<file path="src/rtl/xlat_pkg.sv">
package xlat_pkg;
  localparam int NUM_REGIONS = 4;
  localparam int IDX_W = $clog2(NUM_REGIONS);
  localparam int TYPE_W = 5;
  localparam int BAR_W = 3;
  localparam int OFS_W = 12;

  localparam logic [OFS_W-1:0] OFS_VIEWPORT = 12'h900;
  localparam logic [OFS_W-1:0] OFS_CTL1 = 12'h904;
  localparam logic [OFS_W-1:0] OFS_CTL2 = 12'h908;
  localparam logic [OFS_W-1:0] OFS_BASE_LO = 12'h90C;
  localparam logic [OFS_W-1:0] OFS_BASE_HI = 12'h910;
  localparam logic [OFS_W-1:0] OFS_LIMIT = 12'h914;
  localparam logic [OFS_W-1:0] OFS_TGT_LO = 12'h918;
  localparam logic [OFS_W-1:0] OFS_TGT_HI = 12'h91C;

  typedef enum logic [2:0] {
    FLD_NONE, FLD_CTL1, FLD_CTL2, FLD_BASE_LO,
    FLD_BASE_HI, FLD_LIMIT, FLD_TGT_LO, FLD_TGT_HI
  } fieldSel_e;

  typedef struct packed {
    logic wrEn;
    fieldSel_e field;
    logic selInbound;
    logic [IDX_W-1:0] selIdx;
  } fieldStrobe_t;
endpackage

</file>
<file path="src/rtl/xlat_regctl.sv">
module xlat_regctl
  import xlat_pkg::*;
#(
  parameter int ADDR_W = OFS_W
) (
  input  logic              clk,
  input  logic              rstN,
  input  logic              regEn,
  input  logic              regWr,
  input  logic [ADDR_W-1:0] regAddr,
  input  logic [31:0]       regWdata,
  input  logic [31:0]       fieldRd,
  output fieldStrobe_t      strobe,
  output logic [31:0]       regRdata
);
  logic vpInbound;
  logic [IDX_W-1:0] vpIdx;
  fieldSel_e fieldDec;
  logic isViewport;

  always_comb begin
    case (regAddr)
      ADDR_W'(OFS_CTL1):    fieldDec = FLD_CTL1;
      ADDR_W'(OFS_CTL2):    fieldDec = FLD_CTL2;
      ADDR_W'(OFS_BASE_LO): fieldDec = FLD_BASE_LO;
      ADDR_W'(OFS_BASE_HI): fieldDec = FLD_BASE_HI;
      ADDR_W'(OFS_LIMIT):   fieldDec = FLD_LIMIT;
      ADDR_W'(OFS_TGT_LO):  fieldDec = FLD_TGT_LO;
      ADDR_W'(OFS_TGT_HI):  fieldDec = FLD_TGT_HI;
      default:              fieldDec = FLD_NONE;
    endcase
  end

  assign isViewport = (regAddr == ADDR_W'(OFS_VIEWPORT));

  always_comb begin
    strobe.wrEn = regEn && regWr && (fieldDec != FLD_NONE);
    strobe.field = fieldDec;
    strobe.selInbound = vpInbound;
    strobe.selIdx = vpIdx;
  end

  always_ff @(posedge clk) begin
    if (!rstN) begin
      vpInbound <= 1'b0;
      vpIdx <= '0;
    end else if (regEn && regWr && isViewport) begin
      vpInbound <= regWdata[31];
      vpIdx <= regWdata[IDX_W-1:0];
    end
  end

  always_ff @(posedge clk) begin
    if (!rstN) regRdata <= '0;
    else if (regEn && !regWr)
      regRdata <= isViewport ? {vpInbound, {(31-IDX_W){1'b0}}, vpIdx} : fieldRd;
  end
endmodule

</file>
<file path="src/rtl/xlat_datapath.sv">
module xlat_datapath
  import xlat_pkg::*;
#(
  parameter int REGIONS = NUM_REGIONS,
  parameter int TW = TYPE_W,
  parameter int BW = BAR_W
) (
  input  logic               clk,
  input  logic               rstN,
  input  fieldStrobe_t       strobe,
  input  logic [31:0]        regWdata,
  output logic [31:0]        fieldRd,
  input  logic               lkInbound,
  input  logic [63:0]        lkAddr,
  input  logic [BW-1:0]      lkBar,
  output logic               lkHit,
  output logic [63:0]        lkAddrOut,
  output logic [TW-1:0]      lkType,
  output logic [IDX_W-1:0]   lkRegion
);
  logic [TW-1:0] typeQ   [2][REGIONS];
  logic          enQ     [2][REGIONS];
  logic          barModeQ[2][REGIONS];
  logic [BW-1:0] barQ    [2][REGIONS];
  logic [31:0]   baseLoQ [2][REGIONS];
  logic [31:0]   baseHiQ [2][REGIONS];
  logic [31:0]   limitQ  [2][REGIONS];
  logic [31:0]   tgtLoQ  [2][REGIONS];
  logic [31:0]   tgtHiQ  [2][REGIONS];

  always_ff @(posedge clk) begin
    if (!rstN) begin
      for (int d = 0; d < 2; d++) begin
        for (int r = 0; r < REGIONS; r++) begin
          typeQ[d][r] <= '0;
          enQ[d][r] <= 1'b0;
          barModeQ[d][r] <= 1'b0;
          barQ[d][r] <= '0;
          baseLoQ[d][r] <= '0;
          baseHiQ[d][r] <= '0;
          limitQ[d][r] <= '0;
          tgtLoQ[d][r] <= '0;
          tgtHiQ[d][r] <= '0;
        end
      end
    end else if (strobe.wrEn) begin
      case (strobe.field)
        FLD_CTL1: typeQ[strobe.selInbound][strobe.selIdx] <= regWdata[TW-1:0];
        FLD_CTL2: begin
          enQ[strobe.selInbound][strobe.selIdx] <= regWdata[31];
          barModeQ[strobe.selInbound][strobe.selIdx] <= regWdata[30];
          barQ[strobe.selInbound][strobe.selIdx] <= regWdata[8 +: BW];
        end
        FLD_BASE_LO: baseLoQ[strobe.selInbound][strobe.selIdx] <= regWdata;
        FLD_BASE_HI: baseHiQ[strobe.selInbound][strobe.selIdx] <= regWdata;
        FLD_LIMIT:   limitQ[strobe.selInbound][strobe.selIdx] <= regWdata;
        FLD_TGT_LO:  tgtLoQ[strobe.selInbound][strobe.selIdx] <= regWdata;
        FLD_TGT_HI:  tgtHiQ[strobe.selInbound][strobe.selIdx] <= regWdata;
        default: ;
      endcase
    end
  end

  always_comb begin
    case (strobe.field)
      FLD_CTL1: fieldRd = {{(32-TW){1'b0}}, typeQ[strobe.selInbound][strobe.selIdx]};
      FLD_CTL2: fieldRd = {enQ[strobe.selInbound][strobe.selIdx],
                           barModeQ[strobe.selInbound][strobe.selIdx],
                           {(22-BW){1'b0}},
                           barQ[strobe.selInbound][strobe.selIdx], 8'h00};
      FLD_BASE_LO: fieldRd = baseLoQ[strobe.selInbound][strobe.selIdx];
      FLD_BASE_HI: fieldRd = baseHiQ[strobe.selInbound][strobe.selIdx];
      FLD_LIMIT:   fieldRd = limitQ[strobe.selInbound][strobe.selIdx];
      FLD_TGT_LO:  fieldRd = tgtLoQ[strobe.selInbound][strobe.selIdx];
      FLD_TGT_HI:  fieldRd = tgtHiQ[strobe.selInbound][strobe.selIdx];
      default:     fieldRd = '0;
    endcase
  end

  logic [REGIONS-1:0] outMatch, inMatch, anyMatch;
  for (genvar r = 0; r < REGIONS; r++) begin : g_match
    assign outMatch[r] = enQ[0][r] && (baseHiQ[0][r] == lkAddr[63:32]) &&
                         (lkAddr[31:0] >= baseLoQ[0][r]) && (lkAddr[31:0] <= limitQ[0][r]);
    assign inMatch[r] = enQ[1][r] && barModeQ[1][r] && (barQ[1][r] == lkBar);
  end
  assign anyMatch = lkInbound ? inMatch : outMatch;

  logic winFound;
  logic [IDX_W-1:0] winIdx;
  always_comb begin
    winFound = 1'b0;
    winIdx = '0;
    for (int r = REGIONS - 1; r >= 0; r--) begin
      if (anyMatch[r]) begin
        winFound = 1'b1;
        winIdx = IDX_W'(r);
      end
    end
  end

  logic [63:0] winTarget, winOffset;
  always_comb begin
    winTarget = {tgtHiQ[lkInbound][winIdx], tgtLoQ[lkInbound][winIdx]};
    winOffset = lkInbound ? lkAddr : {32'h0, lkAddr[31:0] - baseLoQ[0][winIdx]};
    lkHit = winFound;
    lkRegion = winIdx;
    lkAddrOut = winFound ? winTarget + winOffset : lkAddr;
    lkType = winFound ? typeQ[lkInbound][winIdx] : '0;
  end
endmodule

</file>
<file path="src/rtl/xlat_window_unit.sv">
module xlat_window_unit
  import xlat_pkg::*;
(
  input  logic        clk,
  input  logic        rstN,
  input  logic        regEn,
  input  logic        regWr,
  input  logic [11:0] regAddr,
  input  logic [31:0] regWdata,
  output logic [31:0] regRdata,
  input  logic        lkInbound,
  input  logic [63:0] lkAddr,
  input  logic [2:0]  lkBar,
  output logic        lkHit,
  output logic [63:0] lkAddrOut,
  output logic [4:0]  lkType,
  output logic [1:0]  lkRegion
);
  fieldStrobe_t strobe;
  logic [31:0] fieldRd;

  xlat_regctl #(.ADDR_W(12)) u_ctl (
    .clk(clk), .rstN(rstN), .regEn(regEn), .regWr(regWr), .regAddr(regAddr),
    .regWdata(regWdata), .fieldRd(fieldRd), .strobe(strobe), .regRdata(regRdata)
  );

  xlat_datapath #(.REGIONS(NUM_REGIONS), .TW(5), .BW(3)) u_dp (
    .clk(clk), .rstN(rstN), .strobe(strobe), .regWdata(regWdata), .fieldRd(fieldRd),
    .lkInbound(lkInbound), .lkAddr(lkAddr), .lkBar(lkBar), .lkHit(lkHit),
    .lkAddrOut(lkAddrOut), .lkType(lkType), .lkRegion(lkRegion)
  );
endmodule

</file>
<file path="config.mk">
export PLATFORM = sky130hd
export DESIGN_NAME = xlat_window_unit
export DESIGN_NICKNAME = d
export VERILOG_FILES = /design/src/rtl/xlat_pkg.sv /design/src/rtl/xlat_regctl.sv /design/src/rtl/xlat_datapath.sv /design/src/rtl/xlat_window_unit.sv
export SDC_FILE = /design/constraint.sdc
export NUM_CORES = 2
export LEC_CHECK = 0
export BUFFER_PORTS_ARGS = -buffer_cell sky130_fd_sc_hd__buf_2
export CAP_MARGIN = 25
export CORE_MARGIN = 3
export CORE_UTILIZATION = 55
export DETAILED_ROUTE_END_ITERATION = 10
export GPL_ROUTABILITY_DRIVEN = 0
export PLACE_DENSITY = 0.72
export SLEW_MARGIN = 20
export SYNTH_ARGS = -nofsm -noshare
export SYNTH_HDL_FRONTEND = slang
export SYNTH_SLANG_ARGS = --single-unit
</file>
<file path="constraint.sdc">
create_clock -name clk -period 36.9 [get_ports clk]
set_clock_uncertainty 0.05 [all_clocks]
set_input_delay 7.38 -clock clk [delete_from_list [all_inputs] [get_ports clk]]
set_output_delay 7.38 -clock clk [all_outputs]
set_load 0.05 [all_outputs]
</file>
==> reports/results.tsv <==
stage	metric	value	unit
sta	slew margin rel.	23.65	%
power_and_ir_drop	Clock Power Share	39.5	%
yosys	Post-synth EDFFs	1358	
clock_network	Post-CTS Resized	0	
worst_setup_path	Reg2Reg Capture Point	u_ctl.regRdata[19]$_SDFFE_PN0P_	
finish	layout cells sized above 1	17.68	%
power_and_ir_drop	internal power	0.002834	W
placed_design	DP HPWL	181.9	mm
worst_setup_path	critical path capture point type	output port	
sta	Final setup viols	0	
yosys	Post-synth top flop	edfxtp_1	
global_routing	vias in the first global route	53671	
clock_network	Worst-path clk slew	0.06	ns
power_and_ir_drop	Switch Pwr	0.0009979	W
worst_hold_path	Min-Delay Path Class	flop to flop	
clock_network	post-CTS setup buffers	0	
drt	Vias	56160	
power_and_ir_drop	sequential share of power	47.9	%
global_routing	first-pass GRT wire length	382.0	mm
yosys	asr flop ratio synth	0	%
finish	Final Util	61.55	%
yosys	Synth top area share	51.27	%
power_and_ir_drop	Comb pwr share	12.5	%
yosys	syn_area_per_cell	12.73	sq um
worst_setup_path	Startpoint Class	input port	
sta	Setup TNS	0	ns
worst_setup_path	WP data required	29.47	ns
clock_network	maximum clock path buffer count	3	
drt	drt drc	0	
outcome	status	finished clean	
sta	Slew Viols, Final	0	
yosys	post-synthesis instance total	6246	
worst_setup_path	WS Path Type	input port to output port	
worst_setup_path	peak fanout along the critical path	48	
yosys	register area share after synthesis	52.23	%
clock_network	CTS buffer count	150	
power_and_ir_drop	peak supply drop	39.07	uV
sta	ratio of final minimum period to clock period	73.26	%
die	Core Area	142600	sq um
power_and_ir_drop	Leakage	32.15	nW
global_routing	initial antenna violation count	14	
die	Row Count	138	
drt	Detailed Route WL	269.0	mm
die	Die Footprint	149200	sq um
yosys	largest area contributor in the netlist	edfxtp_1	
clock_network	htree depth	4	
yosys	Ys Warns	0	
yosys	net count after synthesis	6714	
clock_network	Worst-Skew Late Latency	0.79	ns
die	total I/O pin count	220	
worst_setup_path	Crit path largest cell delay	0.69	ns
yosys	Post-Syn Area	79530	sq um
worst_setup_path	reg2reg path depth	9	
yosys	Synth area leaders	edfxtp_1 51%, mux4_2 13%, and2_1 8.3%	
worst_setup_path	Arr. time, crit path	19.60	ns
drt	Pre-antenna DRT Iters	8	
sta	final hold viol count	0	
sta	fmax	0.03699	GHz
finish	Syn-to-layout area delta	10.37	%
clock_network	# hold bufs at CTS	0	
job	maxcap violations	0	
sta	worst slew pin tran	1.135	ns
finish	nets	6726	
drt	Routed Antenna Nets	0	
sta	unrepaired setup endpoints after global routing	false	
sta	fin crit period	27.03	ns
power_and_ir_drop	Sw Share	26.04	%
global_routing	GRT Util Overall	35.96	%
drt	Via density	6.789	
worst_setup_path	CP Capture Point	lkAddrOut[36]	
worst_setup_path	Crit-path slowest cell	a211oi_1	
clock_network	clock sinks	1396	
placed_design	number of I/O port buffers	219	
die	Die W	386.3	um
yosys	FF+latch count, synth	1396	
die	Starting Density	55.77	%
clock_network	clock root buffer master	clkbuf_16	
yosys	post-synthesis cell type count	78	
drt	drt initial violations	8769	
clock_network	TritonCTS clock tree	yes	
worst_setup_path	R2R Setup Slk	30.79	ns
drt	Routed WL per cell	32.52	um
global_routing	Remaining Overflow, GRT	0	
global_routing	largest net degree at the start of global routing	114	
die	die height	386.3	um
worst_hold_path	hold_sp	u_ctl.regRdata[9]$_SDFFE_PN0P_	
power_and_ir_drop	Cell Pwr Density	43.66	nW/um^2
worst_setup_path	CP startpoint	lkAddr[0]	
[layout by cell type, fill, tap and decap left out, types with 21 or more instances in the layout]
cell type	netlist	routed
edfxtp_1	1358	1358
and2_1	1056	1056
nand2_1	491	491
mux4_2	476	476
ha_1	350	350
inv_1	286	286
o21ai_0	277	234
buf_2	28	218
a21oi_1	213	213
mux2i_1	183	183
clkbuf_16	0	155
xnor2_1	141	141
nor2_1	143	112
buf_4	11	88
xor2_1	80	80
o22ai_1	75	75
nand4_1	69	69
a21o_1	62	62
nand3_1	61	58
o31ai_1	46	46
o21ai_4	0	40
o211ai_1	39	39
nor3_1	38	38
dfxtp_1	38	35
clkbuf_1	367	30
nand2b_1	27	27
clkinv_2	0	26
clkinv_1	1	26
nor2b_1	24	24
nor2_4	0	21
[layer usage]
layer  part of all wire (%)  wire (um)  global-route usage (%)  vias up
met1                     36      97140                   48.68    27837
met4                    6.7      18160                   20.29        6
met3                     14      38190                   10.71      723
met5                  0.014         38                       0        -
li1                       -          -                       -    23212
met2                     43     115500                   51.98     4382
[critical path, delay by kind of cell]
family	cells	cell delay, ns
mux	1	0.27
buf+inv	5	1.90
fa+ha+maj	4	1.39
simple gates	11	2.37
compound gates	20	5.81
xor+xnor	2	0.46
[Yosys cell counts (all sizes together) (9+ instances only)]
| cell | instances |
|---|---|
| o21bai | 13 |
| nor2b | 24 |
| o31ai | 48 |
| a211oi | 13 |
| and3 | 9 |
| nor3 | 39 |
| inv | 288 |
| o21a | 11 |
| or3 | 15 |
| a21o | 62 |
| nand2 | 491 |
| nand2b | 27 |
| mux2i | 183 |
| and4 | 14 |
| mux4 | 476 |
| clkbuf | 367 |
| buf | 99 |
| nand4 | 69 |
| dfxtp | 38 |
| nand3 | 61 |
| xor2 | 80 |
| nor4 | 22 |
| nor2 | 143 |
| nor3b | 9 |
| o21ai | 286 |
| a31oi | 18 |
| xnor2 | 141 |
| or2 | 9 |
| edfxtp | 1358 |
| and2 | 1056 |
| a21oi | 213 |
| ha | 350 |
| o211ai | 39 |
| o22ai | 75 |
[sequential cells by signal (all words and copies together) (netlist names), named ones only]
name             flops
u_dp.typeQ          40
u_ctl.vpInbound      1
u_dp.enQ             8
u_dp.barModeQ        8
u_dp.tgtHiQ        256
u_ctl.regRdata      32
u_dp.baseLoQ       256
u_dp.limitQ        256
u_dp.tgtLoQ        256
u_dp.barQ           24
u_ctl.vpIdx          2
u_dp.baseHiQ       256
[how the worst min path moves through the flow]
stage | endpoint | slack [ns] | cells after the start
2_1_floorplan | u_dp.enQ[1][3]$_DFF_P_ | 0.40 | 2
3_3_place_gp | u_ctl.regRdata[13]$_SDFFE_PN0P_ | 0.39 | 2
3_5_place_dp | u_ctl.regRdata[6]$_SDFFE_PN0P_ | 0.40 | 2
4_1_cts | u_ctl.regRdata[18]$_SDFFE_PN0P_ | 0.41 | 2
5_1_grt | u_ctl.regRdata[7]$_SDFFE_PN0P_ | 0.42 | 2
6_report | u_ctl.regRdata[9]$_SDFFE_PN0P_ | 0.41 | 2
[stage by stage]
| stage | instance area, sq um | power (W) | worst slack (ns) | hold slack (ns) | instances |
|---|---|---|---|---|---|
| finish | 87780 | 0.003832 | 9.868 | 0.4098 | 8272 |
| global route | 87760 | 0.003930 | 9.384 | 0.4221 | 8264 |
| CTS | 87590 | 0.003821 | 10.40 | 0.4051 | 8254 |
| detailed placement | 82740 | 0.002332 | 10.43 | 0.3958 | 7987 |
| global placement | 82620 | 0.002321 | 9.776 | 0.3895 | 7979 |
| floorplan | 79530 | 0.002156 | 13.51 | 0.3963 | 6246 |
[cell type report]
type / instances / area [sq um]
Clock inverter: 79 / 810.8
Antenna cell: 9 / 22.52
Sequential cell: 1396 / 41550
Clock buffer: 188 / 4033
Timing Repair Buffer: 326 / 2136
Tap cell: 1890 / 2365
Fill cell: 10791 / 54840
Inverter: 289 / 1086
Multi-Input combinational cell: 4095 / 35780
[power groups by stage]
stage	Combinational, W	Sequential, W	Clock, W
final	0.000480	0.00184	0.00151
after global routing	0.000508	0.00184	0.00158
after CTS	0.000468	0.00183	0.00152
after detailed placement	0.000465	0.00187	0
after global placement	0.000457	0.00186	0
after floorplan	0.000301	0.00185	0
[cell families after synthesis]
| family | Yosys count | share of synthesized area (%) |
|---|---|---|
| mux | 666 | 15.88 |
| compound gates | 854 | 6.535 |
| buf+inv | 755 | 3.669 |
| flops | 1396 | 52.23 |
| simple gates | 2002 | 13.70 |
| fa+ha+maj | 352 | 5.556 |
| xor+xnor | 221 | 2.434 |
Power figures use the tool's default switching activity.
